--- config.mk ---
export PLATFORM = sky130hd
export DESIGN_NAME = mpu_stat_top
export DESIGN_NICKNAME = d
export VERILOG_FILES = /design/src/rtl/mpu_pkg.sv /design/src/rtl/mpu_ctrl_reg.sv /design/src/rtl/mpu_rx_stat.sv /design/src/rtl/mpu_tx_stat.sv /design/src/rtl/mpu_stat_top.sv
export SDC_FILE = /design/constraint.sdc
export NUM_CORES = 1
export LEC_CHECK = 0
export ABC_AREA = 1
export BUFFER_PORTS_ARGS = -buffer_cell sky130_fd_sc_hd__buf_2
export CAP_MARGIN = 30
export CORE_MARGIN = 2
export CORE_UTILIZATION = 54
export DETAILED_ROUTE_END_ITERATION = 7
export PLACE_DENSITY = 0.82
export SETUP_SLACK_MARGIN = 0.2
export SLEW_MARGIN = 0
export SYNTH_ARGS = -nofsm -noshare
export SYNTH_HDL_FRONTEND = slang
export SYNTH_SLANG_ARGS = --single-unit
--- constraint.sdc ---
create_clock -name clk -period 3.2 [get_ports clk]
set_input_delay 0.32 -clock clk [delete_from_list [all_inputs] [get_ports clk]]
set_output_delay 0.32 -clock clk [all_outputs]
set_load 0.02 [all_outputs]
--- src/rtl/mpu_pkg.sv ---
package mpu_pkg;

    localparam int REG_ADDR_W = 2;

    typedef enum logic [REG_ADDR_W-1:0] {
        SEL_CTRL = 2'd0,
        SEL_STAT = 2'd1,
        SEL_RXD  = 2'd2,
        SEL_TXD  = 2'd3
    } reg_sel_e;

    // control register, bit5 down to bit0
    typedef struct packed {
        logic mp_fmt;
        logic sync_mode;
        logic addr_wait;
        logic txend_ie;
        logic rx_ie;
        logic rx_en;
    } ctrl_t;

    // status register, bit6 down to bit0
    typedef struct packed {
        logic tag;
        logic tend;
        logic tde;
        logic ovr;
        logic pe;
        logic fe;
        logic rdf;
    } stat_t;

    localparam int CTRL_W   = $bits(ctrl_t);
    localparam int STAT_W   = $bits(stat_t);
    localparam int RXFLAG_N = 4;   // rdf, fe, pe, ovr

    localparam int STAT_TDE_BIT = 4;

    function automatic ctrl_t unpack_ctrl(input logic [CTRL_W-1:0] d);
        return ctrl_t'(d);
    endfunction

endpackage

--- src/rtl/mpu_ctrl_reg.sv ---
module mpu_ctrl_reg
    import mpu_pkg::*;
(
    input  logic  clk,
    input  logic  rst,
    input  logic  wr_en,
    input  ctrl_t wr_val,
    input  logic  wake,
    output ctrl_t ctrl
);

    always_ff @(posedge clk) begin
        if (rst) begin
            ctrl <= '0;
        end else if (wr_en) begin
            ctrl <= wr_val;
        end else if (wake) begin
            ctrl.addr_wait <= 1'b0;
        end
    end

    assert_wake_clears_wait_R3: assert property (@(posedge clk) disable iff (rst)
        (wake && !wr_en) |=> !ctrl.addr_wait);

endmodule

--- src/rtl/mpu_rx_stat.sv ---
module mpu_rx_stat
    import mpu_pkg::*;
#(
    parameter int DATA_W = 8
) (
    input  logic                clk,
    input  logic                rst,
    input  logic                rx_en,
    input  logic                addr_wait,
    input  logic                mp_fmt,
    input  logic                sync_mode,
    input  logic                start_bit,
    input  logic                sclk_edge,
    input  logic                frame_done,
    input  logic [DATA_W-1:0]   frame_byte,
    input  logic                frame_tag,
    input  logic                frame_fe,
    input  logic                frame_pe,
    input  logic                stat_rd,
    input  logic                stat_wr,
    input  logic [RXFLAG_N-1:0] stat_wval,
    output logic [RXFLAG_N-1:0] flags,
    output logic                tag_flag,
    output logic [DATA_W-1:0]   rx_data,
    output logic                wake,
    output logic                rx_active
);

    localparam int F_RDF = 0;
    localparam int F_FE  = 1;
    localparam int F_PE  = 2;
    localparam int F_OVR = 3;

    logic                wait_live;
    logic                frame_seen;
    logic                discard;
    logic                accept;
    logic                slot_busy;
    logic                store;
    logic                overrun_evt;
    logic                begin_evt;
    logic [RXFLAG_N-1:0] arm;
    logic [RXFLAG_N-1:0] clr;
    logic [RXFLAG_N-1:0] setv;

    always_comb begin
        wait_live   = addr_wait & mp_fmt & ~sync_mode;
        frame_seen  = frame_done & rx_en;
        discard     = frame_seen & wait_live & ~frame_tag;
        accept      = frame_seen & ~discard;
        wake        = accept & wait_live;
        clr         = {RXFLAG_N{stat_wr}} & arm & ~stat_wval;
        slot_busy   = flags[F_RDF] & ~clr[F_RDF];
        store       = accept & ~slot_busy;
        overrun_evt = accept & slot_busy;
        setv        = '0;
        setv[F_RDF] = store;
        setv[F_FE]  = store & frame_fe;
        setv[F_PE]  = store & frame_pe;
        setv[F_OVR] = overrun_evt;
        begin_evt   = sync_mode ? sclk_edge : start_bit;
    end

    for (genvar i = 0; i < RXFLAG_N; i++) begin : g_flag
        always_ff @(posedge clk) begin
            if (rst) begin
                flags[i] <= 1'b0;
                arm[i]   <= 1'b0;
            end else if (setv[i]) begin
                flags[i] <= 1'b1;
                arm[i]   <= 1'b0;
            end else if (clr[i]) begin
                flags[i] <= 1'b0;
                arm[i]   <= 1'b0;
            end else if (stat_rd) begin
                arm[i]   <= flags[i];
            end
        end
    end

    always_ff @(posedge clk) begin
        if (rst) begin
            rx_data   <= '0;
            tag_flag  <= 1'b0;
            rx_active <= 1'b0;
        end else begin
            if (store) begin
                rx_data <= frame_byte;
            end
            if (accept) begin
                tag_flag <= frame_tag & mp_fmt & ~sync_mode;
            end
            if (!rx_en || frame_done) begin
                rx_active <= 1'b0;
            end else if (begin_evt) begin
                rx_active <= 1'b1;
            end
        end
    end

    assert_discard_leaves_state_R2: assert property (@(posedge clk) disable iff (rst)
        (discard && !stat_wr) |=> ($stable(flags) && $stable(rx_data)));

    assert_disabled_keeps_flags_R5: assert property (@(posedge clk) disable iff (rst)
        (!rx_en && !stat_wr) |=> $stable(flags));

    assert_idle_when_disabled_R6: assert property (@(posedge clk) disable iff (rst)
        !rx_en |=> !rx_active);

    assert_overrun_keeps_data_R10: assert property (@(posedge clk) disable iff (rst)
        (accept && flags[F_RDF] && !clr[F_RDF]) |=> (flags[F_OVR] && $stable(rx_data)));

    assert_write_one_inert_R9: assert property (@(posedge clk) disable iff (rst)
        (stat_wr && stat_wval[F_RDF] && !frame_done) |=> $stable(flags[F_RDF]));

endmodule

--- src/rtl/mpu_tx_stat.sv ---
module mpu_tx_stat (
    input  logic clk,
    input  logic rst,
    input  logic tx_load,
    input  logic tx_last_bit,
    input  logic stat_rd,
    input  logic stat_wr,
    input  logic tde_wval,
    output logic tde,
    output logic tend
);

    logic tde_arm;
    logic tde_clr;
    logic tde_nxt;

    always_comb begin
        tde_clr = stat_wr & tde_arm & ~tde_wval;
        if (tx_load) begin
            tde_nxt = 1'b1;
        end else if (tde_clr) begin
            tde_nxt = 1'b0;
        end else begin
            tde_nxt = tde;
        end
    end

    always_ff @(posedge clk) begin
        if (rst) begin
            tde     <= 1'b1;
            tend    <= 1'b1;
            tde_arm <= 1'b0;
        end else begin
            tde <= tde_nxt;
            if (tx_last_bit && tde_nxt) begin
                tend <= 1'b1;
            end else if (tde_clr) begin
                tend <= 1'b0;
            end
            if (tx_load || tde_clr) begin
                tde_arm <= 1'b0;
            end else if (stat_rd) begin
                tde_arm <= tde;
            end
        end
    end

    assert_tend_on_last_bit_R7: assert property (@(posedge clk) disable iff (rst)
        (tx_last_bit && tde && !tde_clr) |=> tend);

    assert_clear_drops_both_R8: assert property (@(posedge clk) disable iff (rst)
        (tde_clr && !tx_load) |=> (!tde && !tend));

endmodule

--- src/rtl/mpu_stat_top.sv ---
module mpu_stat_top
    import mpu_pkg::*;
#(
    parameter int DATA_W = 8
) (
    input  logic                  clk,
    input  logic                  rst,
    input  logic                  bus_wr,
    input  logic                  bus_rd,
    input  logic [REG_ADDR_W-1:0] bus_addr,
    input  logic [DATA_W-1:0]     bus_wdata,
    output logic [DATA_W-1:0]     bus_rdata,
    input  logic                  rx_start_bit,
    input  logic                  rx_sclk_edge,
    input  logic                  rx_frame_done,
    input  logic [DATA_W-1:0]     rx_byte,
    input  logic                  rx_tag,
    input  logic                  rx_frame_err,
    input  logic                  rx_parity_err,
    input  logic                  tx_load,
    input  logic                  tx_last_bit,
    output logic [DATA_W-1:0]     tx_data,
    output logic                  rx_active,
    output logic                  irq_rx,
    output logic                  irq_rxerr,
    output logic                  irq_txend
);

    reg_sel_e            sel;
    ctrl_t               ctrl;
    stat_t               stat;
    logic                ctrl_wr;
    logic                stat_wr;
    logic                stat_rd;
    logic                txd_wr;
    logic                wake;
    logic [RXFLAG_N-1:0] rx_flags;
    logic                tag_flag;
    logic [DATA_W-1:0]   rx_data;
    logic                tde;
    logic                tend;

    always_comb begin
        sel     = reg_sel_e'(bus_addr);
        ctrl_wr = bus_wr & (sel == SEL_CTRL);
        stat_wr = bus_wr & (sel == SEL_STAT);
        txd_wr  = bus_wr & (sel == SEL_TXD);
        stat_rd = bus_rd & (sel == SEL_STAT);
    end

    mpu_ctrl_reg u_ctrl (
        .clk    (clk),
        .rst    (rst),
        .wr_en  (ctrl_wr),
        .wr_val (unpack_ctrl(bus_wdata[CTRL_W-1:0])),
        .wake   (wake),
        .ctrl   (ctrl)
    );

    mpu_rx_stat #(.DATA_W(DATA_W)) u_rx (
        .clk        (clk),
        .rst        (rst),
        .rx_en      (ctrl.rx_en),
        .addr_wait  (ctrl.addr_wait),
        .mp_fmt     (ctrl.mp_fmt),
        .sync_mode  (ctrl.sync_mode),
        .start_bit  (rx_start_bit),
        .sclk_edge  (rx_sclk_edge),
        .frame_done (rx_frame_done),
        .frame_byte (rx_byte),
        .frame_tag  (rx_tag),
        .frame_fe   (rx_frame_err),
        .frame_pe   (rx_parity_err),
        .stat_rd    (stat_rd),
        .stat_wr    (stat_wr),
        .stat_wval  (bus_wdata[RXFLAG_N-1:0]),
        .flags      (rx_flags),
        .tag_flag   (tag_flag),
        .rx_data    (rx_data),
        .wake       (wake),
        .rx_active  (rx_active)
    );

    mpu_tx_stat u_tx (
        .clk         (clk),
        .rst         (rst),
        .tx_load     (tx_load),
        .tx_last_bit (tx_last_bit),
        .stat_rd     (stat_rd),
        .stat_wr     (stat_wr),
        .tde_wval    (bus_wdata[STAT_TDE_BIT]),
        .tde         (tde),
        .tend        (tend)
    );

    always_ff @(posedge clk) begin
        if (rst) begin
            tx_data <= '0;
        end else if (txd_wr) begin
            tx_data <= bus_wdata;
        end
    end

    always_comb begin
        stat.rdf  = rx_flags[0];
        stat.fe   = rx_flags[1];
        stat.pe   = rx_flags[2];
        stat.ovr  = rx_flags[3];
        stat.tde  = tde;
        stat.tend = tend;
        stat.tag  = tag_flag;
        case (sel)
            SEL_CTRL: bus_rdata = DATA_W'(ctrl);
            SEL_STAT: bus_rdata = DATA_W'(stat);
            SEL_RXD:  bus_rdata = rx_data;
            default:  bus_rdata = tx_data;
        endcase
        irq_rx    = stat.rdf & ctrl.rx_ie;
        irq_rxerr = (stat.fe | stat.pe | stat.ovr) & ctrl.rx_ie;
        irq_txend = stat.tend & ctrl.txend_ie;
    end

endmodule

Yosys cells after proc, flatten, opt, wreduce, memory -nomap -nowiden
Index checks and enable logic that the tools add are counted.
- flip-flop bits (word level): 35
- bits in writable memories: 0
- memories: 0
- bits in read-only memories: 0
- word-level logic and storage cells: 89
- output and inout port bits: 20
- bits in latches: 0
- add/subtract/negate cells: 0
- divide/modulo/power cells: 0
- eq/ne operators: 3
- mux-type cells: 14
- $lt $le $gt $ge: 0
- bitwise gates (word level): 34
- multiply operators: 0
- reductions and logical operators: 17
- shifts and indexed selects: 0
- operators with widths (cell ; count):
    $pmux W8 S3 ; 1
    $and A1 B1 Y1 ; 23
    $mux W1 ; 13
    $reduce_or A3 Y1 ; 4
    $reduce_bool A2 Y1 ; 5
    $and A4 B4 Y4 ; 2
    $not A1 Y1 ; 6
    $reduce_or A2 Y1 ; 3
    $eq A2 B2 Y1 const B ; 2
    $not A4 Y4 ; 1
    $eq A2 B1 Y1 const B ; 1
    $logic_not A2 Y1 ; 1
    $logic_or A1 B1 Y1 ; 2
    $or A1 B1 Y1 ; 2
    $logic_and A1 B1 Y1 ; 1
    $logic_not A1 Y1 ; 1

Depth between registers and ports, before layout
Gate-level depths: netlist of the first run.
- word-level depth: 10
- gate-level depth with buffers: 9
- depth with buffers taken out: 8

Modules after synthesis
Synthesis of the first run repeated with hierarchy kept, for this count alone.
- cell total of the unflattened synthesis: 274
- area, all modules: 1854.3 um2
- modules (own cells, without submodules) (module ; cells each ; times used ; seq. area each (um2) ; area an instance (um2)):
    mpu_rx_stat ; 119 ; 1 ; 360.3 ; 879.6
    mpu_stat_top ; 108 ; 1 ; 160.2 ; 630.6
    mpu_ctrl_reg ; 29 ; 1 ; 120.1 ; 214.0
    mpu_tx_stat ; 18 ; 1 ; 60.1 ; 130.1

Worst setup path after synthesis of the first run
Ideal clock, no wire load.
- path kind: in2out
- start point: input port bus_addr[1]
- end point: output port bus_rdata[2]
- stages: 6
- data required time: 2.880 ns
- data arrival time: 1.070 ns
- buffers on the path: 0
- setup slack: 1.810 ns
- path through: inv_1 -> nor2_1 -> nand2_1 -> o21ai_0 -> a21oi_1 -> o21ai_0
- longest elaborated chain between the ends: 2
- elaborated cells on any way between the ends: 4
- ends and longest elaborated chain (item ; line ; text):
    from (decl) ; mpu_stat_top.sv:10 ; input logic [REG_ADDR_W-1:0] bus_addr,
    $eq A2 B2 Y1, or another cell as far along ; mpu_stat_top.sv:112 ; case (sel)
    $pmux W8 S3 * ; mpu_stat_top.sv:112 ;
    to (decl) ; mpu_stat_top.sv:12 ; output logic [DATA_W-1:0] bus_rdata,
Every way passes the cells marked *; elsewhere a longest branch is shown, timed or not.

Worst setup path in the final report of the first run
- start point: input port bus_addr[1]
- end point: output port bus_rdata[3]
The elaborated chain is that of the path after synthesis.

==> results.txt, run 1 <==
Worst Tran Pin Value = 0.7791 ns
Grt ovf = 0
DRT Wirelength = 3954 um
Synth-to-Final Area Change = 17.99%
# IOs = 50
Sequential share of the synthesized area = 0.4288
Hold-fix buffers, CTS = 0
Drt wl/cell = 12.05 um
Post-route cell area = 1928 um^2
Combinational share of power = 0.148
First-pass GRT wire length = 6934 um
Via count = 1,733
R2R Setup Slk = 1.68 ns
Die width = 59.01 um
Yosys cell types = 17
Slew Limit Fails = 0
P_int = 0.0005706 W
Worst Setup Start Kind = input pin
Core area = 2805 um^2
Yosys top cell area share = 0.4288
Routed met3 length = 244 um
Share of cells above drive strength 1 = 0.1919
Nets = 328
I/O Buffers = 49
Syn avg cell area = 6.563 um^2
Top Metal Used = met4
H-tree Lvls = 2
ANT cells = 0
Mapped cell area = 1634 um^2
TritonCTS clock tree = done
Setup repair bufs after CTS = 0
Crit. Startpoint = bus_addr[1]
Largest net degree at the start of global routing = 24
Vias per cell = 5.284
Post-synth EDFFs = 0
Largest cells by area after synthesis = dfxtp_1 (43%), nand2_1 (15%), a21oi_1 (9.2%)
Share of power burned in the clock network = 0.270
Relative slew margins = 0.4802
CP endpoint kind = primary output
Cell accounting for the most synthesized area = dfxtp_1
Switching share of power = 0.2768
Top cells by count, synth = nand2_1 (65), inv_1 (36), dfxtp_1 (35), nor2_1 (31), a21oi_1 (30)
Mapped Nets = 279
Root Driver = clkbuf_4
Clk slew on worst S/H paths = 0.09 ns
Post-Place Cell Area = 1887 um^2
Register share of total power = 0.582
Crit path kind = in2out
CP Data Arrival Time = 1.45 ns
Yosys warning count = 0
# clock sinks = 35
Unrepaired setup endpoints after global routing = false
Deepest clock path buffer count = 2
Count leader, synth = nand2_1
Setup TNS = 0 ns
Antenna violations before repair = 0
Async SR Flop Fraction = 0
Detailed Place HPWL = 2869 um
Vert. Die Dim = 59.01 um
Met2 WL = 1818 um
Setup violators final = 0
Crit Path Max Fanout = 8
Seq cells post-synth = 35
Drt pass-1 iters = 4
Hold Path Class = in2reg
Post-detailed-route DRC marker count = 0
Routability cong. = 0.8307
Fin Clk Skew = 0.01329 ns
R2r endpoint = u_rx.arm[1]$_SDFFE_PP0P_
Critical path required time = 2.88 ns
Leakage = 0.9363 nW
Status = complete, no violations
Synth Instances = 249
Row Count = 19
Hold Path Stages = 3
Post_cts resized = 0
Crit path time final = 1.772 ns
CTS buffer count = 5
Hold Path End = u_tx.tde$_SDFF_PP1_
Die Area = 3482 um^2
R2R depth = 5
Hold wc startpoint = tx_load
Sw Pwr = 0.0002184 W
Fin crit share = 0.5538
Ys flop type = dfxtp_1
Global Route Usage Sum = 0.2636
Final ANT Viol Nets = 0
MaxCap Viol Count = 0
Clock Latency Late Sink = 0.34 ns
Fmax = 0.5642 GHz
Met1 Routed Length = 1762 um
Initial DRC Count = 81
Hold Vio Cnt, Final = 0
VDD IR-drop max = 0.2511 mV
Worst r2r src = u_rx.arm[0]$_SDFFE_PP0P_
Power per cell area = 409.2 nW/um^2
Initial Utilization = 0.5825
Vias in the first global route = 1,638
Fill cells = 279
## kinds of logic after synthesis
logic type,count (synthesis),synth area share
buf+inv,44,0.1064
simple gates,110,0.2642
flops,35,0.4288
compound gates,60,0.2006
## how the worst max path moves through the flow
stage | endpoint | slack [ns] | cells past startpoint
floorplan | bus_rdata[2] | 1.81 | 6
global placement | bus_rdata[3] | 1.43 | 8
detailed placement | u_rx.arm[2]$_SDFFE_PP0P_ | 1.42 | 7
CTS | bus_rdata[3] | 1.43 | 8
global route | bus_rdata[3] | 1.28 | 8
finish | bus_rdata[3] | 1.43 | 8
## metal layers
metal,vias up,track usage
met5,-,0
met4,0,0.1234
met3,15,0.08079
met2,52,0.4175
met1,774,0.3274
li1,892,-
## power groups by stage
stage               clock (W)  combinational (W)  sequential, W
floorplan                   0          0.0000663       0.000474
global placement            0           0.000115       0.000469
detailed placement          0           0.000116       0.000469
CTS                  0.000219           0.000117       0.000459
global route         0.000238           0.000133       0.000461
finish               0.000213           0.000117       0.000459
## layout by cell type (no fill, tap or decap), drive strengths merged
| cell type | n |
|---|---|
| nand2 | 66 |
| clkbuf | 6 |
| inv | 36 |
| o21bai | 1 |
| dfxtp | 35 |
| o21ai | 22 |
| nand3 | 13 |
| nor2 | 31 |
| buf | 50 |
| o211ai | 1 |
| a31oi | 1 |
| o2111ai | 4 |
| a211oi | 1 |
| a21oi | 30 |
## state kept, by name, indices dropped and copies added, names as in the netlist
| name | cells |
|---|---|
| u_rx.rx_active | 1 |
| u_rx.flags | 4 |
| tx_data | 8 |
| u_tx.tde | 1 |
| u_ctrl.ctrl | 6 |
| u_rx.rx_data | 8 |
| u_rx.arm | 4 |
| u_tx.tde_arm | 1 |
| u_tx.tend | 1 |
| u_rx.tag_flag | 1 |
## cell type report
type,count,area [um^2],area share
repair buffers,50,252.7,0.1311
clock buffers,6,41.29,0.02141
multi-input cells,170,759.5,0.3939
well taps,31,38.79,0.02012
flip-flops and latches,35,700.7,0.3634
inverters,36,135.1,0.07008
## metrics by stage
step / total power [W] / utilization / std cells / hold slack, ns / worst slack (ns)
6_report: 0.0007890 / 0.6873 / 328 / 0.1847 / 1.428
5_1_grt: 0.0008320 / 0.6873 / 328 / 0.1966 / 1.278
4_1_cts: 0.0007940 / 0.6873 / 328 / 0.1747 / 1.435
3_5_place_dp: 0.0005851 / 0.6726 / 322 / 0.4477 / 1.416
3_3_place_gp: 0.0005838 / 0.6726 / 322 / 0.4383 / 1.430
2_1_floorplan: 0.0005400 / - / 249 / 0.4260 / 1.810
## critical path: stages
cell and delay, ns:
buf_2 0.11, inv_1 0.06, nor2_1 0.43, nand2_1 0.08, o21ai_0 0.10, a21oi_1 0.06
o21ai_0 0.09, buf_2 0.19
No activity file was read; power rests on OpenSTA's default activity.
==> run 2, diff against run 1 <==
--- a/config.mk
+++ b/config.mk
@@ -9,9 +9,9 @@
 export BUFFER_PORTS_ARGS = -buffer_cell sky130_fd_sc_hd__buf_2
 export CAP_MARGIN = 30
 export CORE_MARGIN = 2
-export CORE_UTILIZATION = 54
+export CORE_UTILIZATION = 50
 export DETAILED_ROUTE_END_ITERATION = 7
-export PLACE_DENSITY = 0.82
+export PLACE_DENSITY = 0.77
 export SETUP_SLACK_MARGIN = 0.2
 export SLEW_MARGIN = 0
 export SYNTH_ARGS = -nofsm -noshare
==> constraint.sdc (replaced) <==
create_clock -name clk -period 1.8 [get_ports clk]
set_input_delay 0.18 -clock clk [delete_from_list [all_inputs] [get_ports clk]]
set_output_delay 0.18 -clock clk [all_outputs]
set_load 0.02 [all_outputs]
==> results.txt, run 2 (synthesis gave the netlist of run 1 again) <==
Global Route Usage Sum = 0.2425 (was 0.2636)
Synth-to-Final Area Change = 22.66% (was 17.99%)
Core area = 3078 um^2 (was 2805 um^2)
Fin Hold WS = 0.05141 ns (was 0.1847 ns)
Commonest cells after routing, fill and taps aside = nand2_1 (65), buf_2 (49), inv_1 (36) (unchanged)
Setup TNS = 0 ns (unchanged)
Critical path required time = 1.62 ns (was 2.88 ns)
Die Area = 3741 um^2 (was 3482 um^2)
Setup repair bufs after CTS = 0 (unchanged)
First-pass GRT wire length = 6506 um (was 6934 um)
Setup violators final = 0 (unchanged)
VDD IR-drop max = 0.6501 mV (was 0.2511 mV)
DRT Wirelength = 4038 um (was 3954 um)
Biggest regs = tx_data (8), u_rx.rx_data (8), u_ctrl.ctrl (6) (unchanged)
Drt pass-1 iters = 4 (unchanged)
Crit path kind = reg2out (was in2out)
Hold Path Class = in2reg (unchanged)
Hold Vio Cnt, Final = 0 (unchanged)
Final core occ = 0.6512 (was 0.6873)
Most common cell after layout, fill and taps aside = nand2_1 (unchanged)
Fmax = 0.6849 GHz
Fin crit share = 0.8112
MaxCap Viol Count = 0 (unchanged)
ANT cells = 0 (unchanged)
Die width = 61.17 um (was 59.01 um)
Final ANT Viol Nets = 0 (unchanged)
Vert. Die Dim = 61.17 um (was 59.01 um)
Vias in the first global route = 1,505 (was 1,638)
Post_cts resized = 0 (unchanged)
Initial Utilization = 0.5309 (was 0.5825)
Fin Clk Skew = 0.008812 ns (was 0.01329 ns)
Post-detailed-route DRC marker count = 0 (unchanged)
Grt ovf = 0 (unchanged)
Leakage = 0.9748 nW (was 0.9363 nW)
Power per cell area = 731.6 nW/um^2 (was 409.2 nW/um^2)
Routability cong. = 0.8915 (was 0.8307)
CP Data Arrival Time = 1.28 ns (was 1.45 ns)
Slew Limit Fails = 0 (unchanged)
Unrepaired setup endpoints after global routing = false (unchanged)
Worst Tran Pin Value = 0.4409 ns (was 0.7791 ns)
Initial DRC Count = 70 (was 81)
CP endpoint kind = primary output (unchanged)
Hold-fix buffers, CTS = 0 (unchanged)
Crit Path Max Fanout = 3 (was 8)
Fill cells = 321 (was 279)
Antenna violations before repair = 0 (unchanged)
Row Count = 20 (was 19)
Via count = 1,745 (was 1,733)
Layout Cells excl Fill = 348 (was 328)
Status = complete, no violations (unchanged)
R2R Setup Slk = 0.45 ns (was 1.68 ns)
Clk slew on worst S/H paths = 0.10 ns (was 0.09 ns)
Root Driver = clkbuf_4 (unchanged)
CTS buffer count = 5 (unchanged)
Clock Latency Late Sink = 0.34 ns (about the same)
Share of cells above drive strength 1 = 0.2138 (was 0.1919)
TritonCTS clock tree = done (unchanged)
Deepest clock path buffer count = 2 (unchanged)
Vias per cell = 5.014 (was 5.284)
Detailed Place HPWL = 3090 um (was 2869 um)
Placed cell count = 341 (was 322)
Largest net degree at the start of global routing = 22 (was 24)
Nets = 334 (was 328)
Worst Setup Start Kind = flip-flop (was input pin)
Crit path time final = 1.460 ns
Drt wl/cell = 11.60 um (was 12.05 um)
# clock sinks = 35 (unchanged)
Relative slew margins = 0.7053 (was 0.4802)
H-tree Lvls = 2 (unchanged)
# IOs = 50 (unchanged)
I/O Buffers = 49 (unchanged)
==> run 2: changes by cell type in the layout (fill, tap and decap cells not counted), sizes merged <==
cell    previous run  this run
buf               50        56
clkinv             0         1
==> run 2: power by group <==
group,switching [W],internal (W)
logic,0.000133,0.0000826
registers,0.0000150,0.000801
clock network,0.000253,0.000181
==> run 2: worst max-delay path, cell delays in order, from the launching register on <==
cell	delay (ns)
dfxtp_1	0.35
inv_1	0.06
o21ai_0	0.20
a21oi_1	0.08
o21ai_0	0.07
buf_2	0.18
==> run 2: area by class of cell <==
| class | instances | area [um^2] | share of cell area |
|---|---|---|---|
| clock inverters | 1 | 5.005 | 0.002497 |
| clock buffers | 6 | 51.30 | 0.02559 |
| inverters | 36 | 135.1 | 0.06742 |
| multi-input cells | 170 | 759.5 | 0.3789 |
| flip-flops and latches | 35 | 700.7 | 0.3496 |
| well taps | 44 | 55.05 | 0.02747 |
| repair buffers | 56 | 297.8 | 0.1486 |
==> run 2: worst paths after layout <==
kind / from / end / cells past startpoint
worst max-delay path: u_rx.flags[2]$_SDFFE_PP0P_ / bus_rdata[2] / 5
worst min-delay path: tx_last_bit / u_tx.tend$_SDFFE_PP1P_ / 3
worst max register to register: u_ctrl.ctrl[4]$_SDFFE_PP0P_ / u_rx.flags[3]$_SDFFE_PP0P_ / 9
worst min register to register: tx_data[7]$_SDFFE_PP0P_ / tx_data[7]$_SDFFE_PP0P_ / 2
==> run 2: metal layers <==
layer / global-route usage / vias to the layer above / routed length (um)
met5: 0 / - / 0
met3: 0.07353 / 8 / 376
met1: 0.2970 / 759 / 1730
met4: 0.1087 / 0 / 108
li1: - / 902 / -
met2: 0.3921 / 76 / 1822
==> run 2: through the flow <==
| step | cell area [um^2] | setup slack [ns] | total power [W] |
|---|---|---|---|
| 6_report | 2004 | 0.3399 | 0.001467 |
| 5_1_grt | 2004 | 0.2048 | 0.001548 |
| 4_1_cts | 2004 | 0.3495 | 0.001477 |
| 3_5_place_dp | 1948 | 0.4888 | 0.001050 |
| 3_3_place_gp | 1948 | 0.4853 | 0.001048 |
| 2_1_floorplan | 1634 | 0.6253 | 0.0009600 |
